## src/rtl/alu_pkg.sv

```systemverilog
package alu_pkg;

    typedef enum logic [3:0] {
        OP_ADD   = 4'd0,
        OP_SUB   = 4'd1,
        OP_AND   = 4'd2,
        OP_OR    = 4'd3,
        OP_XOR   = 4'd4,
        OP_NOT   = 4'd5,
        OP_SHL   = 4'd6,
        OP_SHR   = 4'd7,
        OP_PASSB = 4'd8
    } alu_op_e;

    typedef struct packed {
        logic z;
        logic c;
        logic n;
        logic v;
    } alu_flags_t;

    localparam alu_flags_t FLAGS_CLEAR = '0;

    // Codes whose carry and overflow are forced low
    function automatic logic clears_cv(input logic [3:0] op);
        return (op == OP_AND) || (op == OP_OR) || (op == OP_XOR) ||
               (op == OP_NOT) || (op == OP_PASSB) || (op > OP_PASSB);
    endfunction

endpackage

```

## src/rtl/alu_addsub.sv

```systemverilog
module alu_addsub #(
    parameter int WIDTH = 8
) (
    input  logic [WIDTH-1:0] a,
    input  logic [WIDTH-1:0] b,
    input  logic             sub,
    output logic [WIDTH-1:0] sum,
    output logic             cout,
    output logic             ovf
);
    localparam int MSB = WIDTH - 1;

    logic [WIDTH-1:0] b_eff;
    logic [WIDTH:0]   full;

    always_comb begin
        b_eff = sub ? ~b : b;
        full  = {1'b0, a} + {1'b0, b_eff} + {{WIDTH{1'b0}}, sub};
        sum   = full[MSB:0];
        cout  = full[WIDTH];
        ovf   = (a[MSB] == b_eff[MSB]) && (sum[MSB] != a[MSB]);
    end

endmodule

```

## src/rtl/alu_core.sv

```systemverilog
module alu_core
    import alu_pkg::*;
#(
    parameter int WIDTH = 8
) (
    input  logic [WIDTH-1:0] op_a,
    input  logic [WIDTH-1:0] op_b,
    input  logic [3:0]       op_sel,
    output logic [WIDTH-1:0] res,
    output alu_flags_t       flags_next
);
    localparam int MSB = WIDTH - 1;

    logic [WIDTH-1:0] as_sum;
    logic             as_cout;
    logic             as_ovf;
    logic             c_raw;
    logic             v_raw;

    alu_addsub #(.WIDTH(WIDTH)) u_addsub (
        .a    (op_a),
        .b    (op_b),
        .sub  (op_sel == OP_SUB),
        .sum  (as_sum),
        .cout (as_cout),
        .ovf  (as_ovf)
    );

    always_comb begin
        res   = '0;
        c_raw = 1'b0;
        v_raw = 1'b0;
        case (op_sel)
            OP_ADD, OP_SUB: begin
                res   = as_sum;
                c_raw = as_cout;
                v_raw = as_ovf;
            end
            OP_AND:   res = op_a & op_b;
            OP_OR:    res = op_a | op_b;
            OP_XOR:   res = op_a ^ op_b;
            OP_NOT:   res = ~op_a;
            OP_SHL: begin
                res   = {op_a[MSB-1:0], 1'b0};
                c_raw = op_a[MSB];
            end
            OP_SHR: begin
                res   = {1'b0, op_a[MSB:1]};
                c_raw = op_a[0];
            end
            OP_PASSB: res = op_b;
            default:  res = '0;
        endcase
        flags_next.z = (res == '0);
        flags_next.c = c_raw;
        flags_next.n = res[MSB];
        flags_next.v = v_raw;
    end

endmodule

```

## src/rtl/alu_flag_reg.sv

```systemverilog
module alu_flag_reg
    import alu_pkg::*;
(
    input  logic       clk,
    input  logic       rst,
    input  logic       we,
    input  alu_flags_t d,
    output alu_flags_t q
);
    always_ff @(posedge clk) begin
        if (rst)
            q <= FLAGS_CLEAR;
        else if (we)
            q <= d;
    end

    // no enable, no change
    p_hold_r7: assert property (@(posedge clk) disable iff (rst)
        !we |=> $stable(q));

    // enable loads the value offered at that edge
    p_capture_r7: assert property (@(posedge clk) disable iff (rst)
        we |=> (q == $past(d)));

    // reset wins over enable
    p_reset_r8: assert property (@(posedge clk)
        rst |=> (q == FLAGS_CLEAR));

endmodule

```

## src/rtl/alu_flagged.sv

```systemverilog
module alu_flagged
    import alu_pkg::*;
#(
    parameter int WIDTH = 8
) (
    input  logic             clk,
    input  logic             rst,
    input  logic [WIDTH-1:0] op_a,
    input  logic [WIDTH-1:0] op_b,
    input  logic [3:0]       op_sel,
    input  logic             flag_we,
    output logic [WIDTH-1:0] result,
    output logic             flag_z,
    output logic             flag_c,
    output logic             flag_n,
    output logic             flag_v
);
    localparam int MSB = WIDTH - 1;

    alu_flags_t flags_next;
    alu_flags_t flags_q;

    alu_core #(.WIDTH(WIDTH)) u_core (
        .op_a       (op_a),
        .op_b       (op_b),
        .op_sel     (op_sel),
        .res        (result),
        .flags_next (flags_next)
    );

    alu_flag_reg u_flags (
        .clk (clk),
        .rst (rst),
        .we  (flag_we),
        .d   (flags_next),
        .q   (flags_q)
    );

    assign flag_z = flags_q.z;
    assign flag_c = flags_q.c;
    assign flag_n = flags_q.n;
    assign flag_v = flags_q.v;

    // logic and move codes leave carry and overflow low
    p_logic_cv_r3: assert property (@(posedge clk) disable iff (rst)
        (flag_we && clears_cv(op_sel)) |=> (!flag_c && !flag_v));

    // a zero result produces a set zero flag
    p_zero_flag_r6: assert property (@(posedge clk) disable iff (rst)
        (flag_we && (result == '0)) |=> flag_z);

    // negative flag follows the result sign bit
    p_neg_flag_r6: assert property (@(posedge clk) disable iff (rst)
        flag_we |=> (flag_n == $past(result[MSB])));

    // unused codes give a zero result
    p_unused_zero_r9: assert property (@(posedge clk) disable iff (rst)
        (op_sel > OP_PASSB) |-> (result == '0));

endmodule

```

## config.mk

```make
export PLATFORM = sky130hd
export DESIGN_NAME = alu_flagged
export DESIGN_NICKNAME = d
export VERILOG_FILES = /design/src/rtl/alu_pkg.sv /design/src/rtl/alu_addsub.sv /design/src/rtl/alu_core.sv /design/src/rtl/alu_flag_reg.sv /design/src/rtl/alu_flagged.sv
export SDC_FILE = /design/constraint.sdc
export NUM_CORES = 1
export LEC_CHECK = 0
export BUFFER_PORTS_ARGS = -buffer_cell sky130_fd_sc_hd__clkbuf_2
export CAP_MARGIN = 10
export CORE_MARGIN = 3
export CORE_UTILIZATION = 30
export CTS_BUF_LIST = sky130_fd_sc_hd__clkbuf_4
export DETAILED_ROUTE_END_ITERATION = 7
export GPL_TIMING_DRIVEN = 0
export HOLD_SLACK_MARGIN = 0.08
export SLEW_MARGIN = 20
export SYNTH_ARGS = -nofsm -noshare
export SYNTH_HDL_FRONTEND = slang
export SYNTH_SLANG_ARGS = --single-unit
```

## constraint.sdc

```tcl
create_clock -name clk -period 6.4 [get_ports clk]
set_input_delay 0.96 -clock clk [delete_from_list [all_inputs] [get_ports clk]]
set_output_delay 0.96 -clock clk [all_outputs]
set_load 0.005 [all_outputs]
```

==> summary.md, run 1 <==
| Metric | Value |
|---|---|
| Yosys reg bits | `4` |
| Die Width | `78.4 um` |
| CTS Buffer Depth | `2` |
| Reg-to-Reg Start | `u_flags.q[1]` |
| Top reg by flops | `u_flags.q` |
| # setup viols final | `0` |
| Congestion Overflow GR | `0` |
| Dpl ws | `1950 ps` |
| Synth Area in Compound Gates | `0.260` |
| GPL Wtd Cong | `around 0.83` |
| Synth async-reset ratio | `0` |
| Max Fclk | `224 MHz` |
| Resize count post-CTS | `0` |
| Via-to-Cell Ratio | `5.26` |
| RSZ-0062 raised after global routing | `no` |
| Ant. Diodes | `0` |
| Unique masters post-synth | `59` |
| Sequential fraction of the synthesis area | `0.0509` |
| GRT Util Overall | `0.154` |
| Setup slack, reg-to-reg | `about 5700 ps` |
| Root Driver | `clkbuf_4` |
| Final Skew | `0 ps` |
| First-pass GRT wire length | `7.76 mm` |
| P_leak | `between 0.8 and 0.9 nW` |
| Net count reported at finish | `293` |
| Biggest regs | `u_flags.q x4` |
| Largest net degree at the start of global routing | `11` |
| Post-synth EDFFs | `0` |
| Post-route cell area | `1840 sq um` |
| CP Launch Type | `input pin` |
| Skew-Pair Late Insertion Delay | `230 ps` |
| Dpl hpwl | `3.68 mm` |
| Simple-Gate Fraction of Synth Area | `0.259` |
| Placement Rows | `25` |
| Worst-Margin Slew | `948 ps` |
| Hold Crit Class | `reg -> reg` |
| Slew margin rel. | `0.367` |
| Mux contribution to synthesized area | `0.0581` |
| Hold path depth | `2` |
| Min Clock Period, post-route | `4460 ps` |
| Main combinational cell family by area after synthesis | `compound AO/OA/AOI/OAI gates` |
| Initial DRC count | `81` |
| H-tree depth | `1` |
| Share of layout cells above drive strength 1 | `0.238` |
| Largest register FFs | `4` |
| Pwr per Cell Area | `between 90 and 100 nW/um^2` |
| Data required, critical path | `around 5400 ps` |
| Final WS setup | `1940 ps` |
| Most frequent cells in the layout | `clkbuf_2 (32), ha_1 (23), inv_1 (22)` |
| Initial DRT Pass Iterations | `4` |
| IO buf count | `32` |
| Crit end category | `output pin` |
| Starting Density | `0.322` |
| Post-Syn Area | `1570 sq um` |
| Most common cell after layout, fill and taps aside | `clkbuf_2` |
| Core area | `4880 sq um` |
| Routed Antenna Nets | `0` |
| Syn Area/Cell | `7.53 sq um` |
| Synth Flop Type | `dfxtp_1` |
| CTS Hold Bufs | `0` |
| I/O pins | `35` |
| DR vias | `1,636` |
| Die height | `around 80 um` |
| Met2 Usage GRT | `0.266` |
| Drt drc | `0` |
| CTS Buf Count | `3` |
| Synthesized instance count | `209` |
| Final hold viol count | `0` |
| Worst reg2reg path depth | `3` |
| Synthesized net count | `roughly 260` |
| Met3 usage | `0.0275` |
| Worst Hold Launch | `u_flags.q[0]` |
| P&R area growth vs syn | `16.9%` |
| Setup TNS | `0 ps` |
| Synth Area in XOR/XNOR | `0.0557` |
| Wirelength per Cell | `14.6 um` |
| Met1 usage | `0.205` |
| Post CTS Setup Buffer Count | `0` |
| Placed Area | `approximately 1800 sq um` |
| Crit Path Class | `in -> out` |
| Worst vdd ir | `approximately 0.046 mV` |
| Clock slew at reported path FFs | `40 ps` |
| Worst r2r dst | `u_flags.q[1]` |
| Hold EP | `u_flags.q[0]` |
| Number of global-route vias before repair | `between 1,500 and 2,000` |
| Die Area | `slightly above 6000 sq um` |
| Post-Route WL | `4.55 mm` |
| CTS sink cnt | `4` |
| Max-slew violations | `0` |
| CTS tree | `done` |
| Tot Pwr | `0.181 mW` |
| Warnings, synthesis | `0` |
| Post-synthesis adder-cell area fraction | `0.196` |
| Worst path arrival time | `approximately 3500 ps` |
| GR peak layer | `met2` |
| Critical path fanouts, max | `10` |
| Final worst path period share | `0.697` |
| Initial antenna violation count | `0` |
| Status | `finished, final reports clean` |
| Total of max-cap violations | `0` |
## per-layer routing
metal / share of wire / wire length (um)
met5: 0 / 0
met4: 0 / 0
met3: 0.052 / 235
met2: 0.48 / 2160
met1: 0.47 / 2150
## area by class of cell
type                    instances  area, sq um
flip-flops and latches          4         80.1
fillers                       540         3040
clock buffers                   3         22.5
plain buffers                  12          104
multi-input cells             170         1300
well taps                      67         83.8
inverters                      23         86.3
repair buffers                 32          160
## critical path: stages
cell and delay (ps):
clkbuf_2 130, nor4b_1 300, buf_4 270, xnor2_1 200, ha_1 300, a31o_2 250
a22oi_1 290, nor3_1 150, nor4_1 290, nand3b_1 150, buf_4 100, clkbuf_2 100
## synth_stat cells (3+ instances only)
cell type	number	area (sq um)
nand2_1	10	37.5
mux2_2	3	33.8
a31oi_1	3	18.8
nand3_1	7	35.0
xnor2_1	8	70.1
or3_1	3	18.8
and2b_1	3	22.5
nor2b_1	7	43.8
nand3b_1	4	30.0
nor2_1	12	45.0
buf_4	5	37.5
a21oi_1	12	60.1
ha_1	23	288
nand2b_1	3	18.8
o311ai_0	3	26.3
nor3_1	6	30.0
dfxtp_1	4	80.1
buf_6	5	56.3
inv_1	22	82.6
o21ai_0	12	60.1
nor3b_1	3	22.5
## how the worst max path moves through the flow
| stage | from | endpoint | slack, ps | cells after the start |
|---|---|---|---|---|
| after CTS | op_sel[1] | result[7] | 1940 | 12 |
| after detailed placement | op_sel[1] | result[7] | 1950 | 12 |
| final | op_sel[1] | result[7] | 1940 | 12 |
| after global placement | op_sel[1] | result[7] | 1970 | 12 |
| after floorplan | op_sel[0] | result[5] | 2440 | 9 |
| after global routing | op_sel[1] | result[7] | 1660 | 12 |
## per-stage QoR
step / std cells / hold WS, ps / utilization
after global routing: 311 / 512 / 0.377
after detailed placement: 308 / 463 / 0.372
final: 311 / 470 / 0.377
after CTS: 311 / 471 / 0.377
after floorplan: 209 / 455 / -
after global placement: 308 / 456 / 0.372
## cell families after synthesis
family / Yosys count
fa+ha+maj: 24
buf+inv: 35
compound gates: 58
mux: 7
simple gates: 71
flops: 4
xor+xnor: 10
## report_power, final
part | internal [mW] | total (mW) | leakage [nW] | switching, mW
clock | 0.0210 | 0.0311 | 0.0138 | 0.0101
combinational | 0.0555 | 0.124 | 0.809 | 0.0682
sequential | 0.0261 | 0.0265 | 0.0325 | 0.000416
No activity file was read; power rests on OpenSTA's default activity.
==> inputs of run 2 (changes only) <==
==> constraint.sdc (replaced) <==
create_clock -name clk -period 3.6 [get_ports clk]
set_input_delay 0.54 -clock clk [delete_from_list [all_inputs] [get_ports clk]]
set_output_delay 0.54 -clock clk [all_outputs]
set_load 0.005 [all_outputs]
==> summary.md, run 2 (synthesis results as in run 1) <==
| Metric | Value |
|---|---|
| Status | `finished, final reports clean` |
| DR vias | `~1,600` |
| Total of max-cap violations | `0` |
| Via-to-Cell Ratio | `between 5 and 6` |
| GPL Wtd Cong | `0.826` |
| Most common cell after layout, fill and taps aside | `clkbuf_2` |
| Crit end category | `output pin` |
| Reg-to-Reg Start | `u_flags.q[1]` |
| H-tree depth | `1` |
| Final hold viol count | `0` |
| # setup viols final | `0` |
| Die Area | `6150 sq um` |
| Most frequent cells in the layout | `clkbuf_2 (32), inv_1 (22), ha_1 (22)` |
| IO buf count | `32` |
| P_leak | `0.874 nW` |
| Wirelength per Cell | `15.0 um` |
| I/O pins | `35` |
| Critical path fanouts, max | `7` |
| Final Skew | `0 ps` |
| Root Driver | `clkbuf_4` |
| Share of layout cells above drive strength 1 | `0.271` |
| CTS Buffer Depth | `2` |
| Congestion Overflow GR | `0` |
| Biggest regs | `u_flags.q x4` |
| Placed Area | `1820 sq um` |
| Crit Path Class | `in -> out` |
| Worst path arrival time | `2880 ps` |
| Initial DRC count | `around 140` |
| Top reg by flops | `u_flags.q` |
| Largest net degree at the start of global routing | `11` |
| Pwr per Cell Area | `175 nW/um^2` |
| Worst setup path end | `result[7]` |
| Worst r2r dst | `u_flags.q[1]` |
| Initial DRT Pass Iterations | `4` |
| Worst-Margin Slew | `890 ps` |
| First-pass GRT wire length | `7.77 mm` |
| Die Width | `78.4 um` |
| P&R area growth vs syn | `20.3%` |
| Slew margin rel. | `0.405` |
| Clock slew at reported path FFs | `40 ps` |
| Max-slew violations | `0` |
| CTS Buf Count | `3` |
| Core area | `between 4000 and 5000 sq um` |
| Net count reported at finish | `296` |
| Data required, critical path | `roughly 3100 ps` |
| Routed Antenna Nets | `0` |
| Largest register FFs | `4` |
| Min Clock Period, post-route | `3420 ps` |
| Post-Route WL | `4.72 mm` |
| CTS tree | `done` |
| Starting Density | `0.322` |
| Fillers | `532` |
| Worst reg2reg path depth | `3` |
| Setup slack, reg-to-reg | `2920 ps` |
| CP Launch Type | `input pin` |
| Initial antenna violation count | `0` |
| RSZ-0062 raised after global routing | `no` |
| Placement Rows | `25` |
| Hold Crit Class | `reg -> reg` |
| Worst vdd ir | `0.0814 mV` |
| Final worst path period share | `0.949` |
| Max Fclk | `around 290 MHz` |
| Skew-Pair Late Insertion Delay | `240 ps` |
| GRT Util Overall | `0.155` |
| Dpl hpwl | `3.68 mm` |
| Ant. Diodes | `0` |
| Final WS setup | `185 ps` |
| CTS sink cnt | `4` |
| Drt drc | `0` |
| CP Launch Point | `op_sel[1]` |
| Die height | `78.4 um` |
| Number of global-route vias before repair | `1,633` |
| Post-route cell area | `roughly 1900 sq um` |
| Dpl ws | `-6.37 ps` |
[run 2: cell count changes in the layout (fill, tap and decap cells not counted), sizes merged]
cell and change:
buf +3
[run 2: worst min-delay path by stage]
stage              endpoint    startpoint  cells after the start
5_1_grt        u_flags.q[2]  u_flags.q[2]                      2
3_3_place_gp   u_flags.q[0]  u_flags.q[0]                      2
3_5_place_dp   u_flags.q[0]  u_flags.q[0]                      2
4_1_cts        u_flags.q[0]  u_flags.q[0]                      2
2_1_floorplan  u_flags.q[0]  u_flags.q[0]                      2
6_report       u_flags.q[0]  u_flags.q[0]                      2
[run 2: per-stage QoR]
| step | hold slack [ps] | cells | util | TNS [ps] | power [mW] |
|---|---|---|---|---|---|
| after CTS | 471 | 314 | 0.382 | 0 | 0.328 |
| after detailed placement | 463 | 308 | 0.372 | -6.37 | 0.268 |
| after global routing | 512 | 314 | 0.388 | 0 | 0.371 |
| final | 471 | 314 | 0.388 | 0 | 0.331 |
| after floorplan | 455 | 209 | - | 0 | 0.197 |
| after global placement | 456 | 308 | 0.372 | -0.792 | 0.267 |
[run 2: routing by layer]
layer | global-route usage | share of wire | vias to the layer above
met1 | 0.208 | 0.48 | 757
met5 | 0 | 0 | -
li1 | - | - | 847
met4 | 0.0157 | 0.0025 | 0
met3 | 0.0264 | 0.040 | 2
met2 | 0.267 | 0.48 | 37
[run 2: worst max-delay path, stage by stage]
cell and delay, ps:
clkbuf_2 130, nor4b_2 280, buf_4 210, xnor2_1 190, ha_1 300, a31o_2 260
a22oi_2 270, nor3_2 100, nor4_2 230, nand3b_1 140, buf_4 100, clkbuf_2 100
[run 2: power by group]
part           leakage [nW]  internal (mW)  switching, mW
registers            0.0325         0.0463       0.000727
clock network        0.0138         0.0373         0.0182
logic                 0.827          0.102          0.126
[run 2: layout make-up]
| type | count | area [sq um] | share of cell area |
|---|---|---|---|
| Multi-Input combinational cell | 170 | 1330 | 0.704 |
| Tap cell | 67 | 83.8 | 0.0443 |
| Timing Repair Buffer | 35 | 183 | 0.0966 |
| Sequential cell | 4 | 80.1 | 0.0423 |
| Inverter | 23 | 86.3 | 0.0456 |
| Buffer | 12 | 104 | 0.0549 |
| Clock buffer | 3 | 22.5 | 0.0119 |
[run 2: what timing repair did]
action	4_1_cts	5_1_grt
resized for setup	0	9
pin swaps	0	1
setup buffers	3	0
setup endpoints to repair	1	4
hold buffers	0	0
==> inputs of run 3 (changes only) <==
--- a/config.mk
+++ b/config.mk
@@ -8,11 +8,12 @@
 export BUFFER_PORTS_ARGS = -buffer_cell sky130_fd_sc_hd__clkbuf_2
 export CAP_MARGIN = 10
 export CORE_MARGIN = 3
-export CORE_UTILIZATION = 30
+export CORE_UTILIZATION = 51
 export CTS_BUF_LIST = sky130_fd_sc_hd__clkbuf_4
 export DETAILED_ROUTE_END_ITERATION = 7
 export GPL_TIMING_DRIVEN = 0
 export HOLD_SLACK_MARGIN = 0.08
+export PLACE_DENSITY = 0.79
 export SLEW_MARGIN = 20
 export SYNTH_ARGS = -nofsm -noshare
 export SYNTH_HDL_FRONTEND = slang
==> summary.md, run 3 (synthesis results as in run 1) <==
| Metric | Value |
|---|---|
| Congestion Overflow GR | `0` |
| # setup viols final | `0` |
| Via-to-Cell Ratio | `5.97` |
| Core area | `2850 sq um` |
| Max Fclk | `between 200 and 300 MHz` |
| Share of layout cells above drive strength 1 | `0.259` |
| Ant. Diodes | `0` |
| IO buf count | `32` |
| Placement Rows | `19` |
| Hold slack | `467 ps` |
| CP Launch Type | `input pin` |
| Die height | `between 60 and 70 um` |
| Critical path fanouts, max | `7` |
| P_leak | `0.880 nW` |
| Wirelength per Cell | `15.8 um` |
| Status | `finished, final reports clean` |
| Crit Path Class | `in -> out` |
| Skew-Pair Late Insertion Delay | `240 ps` |
| CTS Buf Count | `3` |
| Most common cell after layout, fill and taps aside | `clkbuf_2` |
| Root Driver | `clkbuf_4` |
| Starting Density | `0.551` |
| P&R area growth vs syn | `18.1%` |
| CTS Buffer Depth | `2` |
| Die Area | `3790 sq um` |
| Min Clock Period, post-route | `3490 ps` |
| CTS Hold Bufs | `0` |
| M1 WL | `1.96 mm` |
| Clock slew at reported path FFs | `40 ps` |
| Worst r2r dst | `u_flags.q[1]` |
| Met2 WL post-DR | `2.12 mm` |
| Total of max-cap violations | `0` |
| Worst-Margin Slew | `a little under 900 ps` |
| Routed wl met3 | `roughly 280 um` |
| Initial DRC count | `113` |
| Routed Antenna Nets | `0` |
| Reg-to-Reg Start | `u_flags.q[1]` |
| Biggest regs | `u_flags.q x4` |
| Worst vdd ir | `around 0.12 mV` |
| Worst path arrival time | `around 3000 ps` |
| Final hold viol count | `0` |
| GRT Util Overall | `0.240` |
| DR vias | `1,659` |
| Largest register FFs | `4` |
| First-pass GRT wire length | `6.81 mm` |
| Drt drc | `0` |
| CTS sink cnt | `4` |
| Pwr per Cell Area | `~180 nW/um^2` |
| Hold Crit Class | `reg -> reg` |
| Post-Route WL | `4.38 mm` |
| Slew margin rel. | `0.411` |
| I/O pins | `35` |
| Initial DRT Pass Iterations | `4` |
| Data required, critical path | `3060 ps` |
| H-tree depth | `1` |
| Worst reg2reg path depth | `3` |
| Largest net degree at the start of global routing | `11` |
| GPL Wtd Cong | `0.956` |
| Net count reported at finish | `296` |
| Final worst path period share | `0.969` |
| Initial antenna violation count | `0` |
| Tot Pwr | `approximately 0.33 mW` |
| Crit end category | `output pin` |
| Top Metal Used | `met4` |
| Final Skew | `0 ps` |
| Top reg by flops | `u_flags.q` |
| Dpl hpwl | `3.40 mm` |
| Number of global-route vias before repair | `1,457` |
| Max-slew violations | `0` |
| CP Launch Point | `op_sel[1]` |
| Setup slack, reg-to-reg | `2880 ps` |
| Most frequent cells in the layout | `clkbuf_2 (32), ha_1 (23), inv_1 (22)` |
| Die Width | `61.5 um` |
| CTS tree | `done` |
| Worst setup path end | `result[7]` |
==> run 3: what timing repair did <==
action                                  in CTS  in global routing
buffers inserted                             0                  3
endpoints found under the hold margin        0                  0
endpoints found under the setup margin       0                  4
resized for setup                            0                  6
==> run 3: critical path: stages <==
cell and delay, ps:
clkbuf_2 140, nor4b_2 290, buf_4 220, xnor2_1 190
ha_1 300, a31o_2 260, a22oi_1 260, nor3_1 150
nor4_2 250, nand3b_1 150, buf_4 110, clkbuf_2 90
==> run 3: how the worst min path moves through the flow <==
stage | start | endpoint | slack [ps] | depth (start not counted)
after floorplan | u_flags.q[0] | u_flags.q[0] | 460 | 2
after global placement | u_flags.q[0] | u_flags.q[0] | 460 | 2
after detailed placement | u_flags.q[0] | u_flags.q[0] | 460 | 2
after CTS | u_flags.q[0] | u_flags.q[0] | 470 | 2
after global routing | u_flags.q[2] | u_flags.q[2] | 500 | 2
final | u_flags.q[2] | u_flags.q[2] | 470 | 2
==> run 3: report_power, final <==
group          switching (mW)  internal [mW]  total (mW)  leakage, nW
logic                   0.124          0.103       0.227        0.834
registers            0.000961         0.0463      0.0473       0.0325
clock network          0.0207         0.0374      0.0581       0.0138
total                   0.146          0.186       0.332        0.880
==> run 3: layout make-up <==
type                    count  area, sq um
fillers                   277          995
clock buffers               3         22.5
flip-flops and latches      4         80.1
plain buffers              12          104
repair buffers             35          208
multi-input cells         170         1320
well taps                  31         38.8
inverters                  23         86.3
==> run 3: metrics by stage <==
step                      area (sq um)  cells  TNS [ps]  worst slack (ps)  utilization
final                             1860    278         0               111        0.651
after global routing              1860    278     -27.8             -27.8        0.651
after CTS                         1790    275         0              69.1        0.629
after detailed placement          1770    272     -11.5             -11.5        0.621
after global placement            1770    272     -18.3             -18.3        0.621
after floorplan                   1570    209         0               397            -
==> run 3: metal layers <==
metal | up-vias | global-route usage
met5 | - | 0
met4 | 0 | 0.0182
met3 | 4 | 0.0252
met2 | 44 | 0.413
met1 | 768 | 0.335
li1 | 843 | -
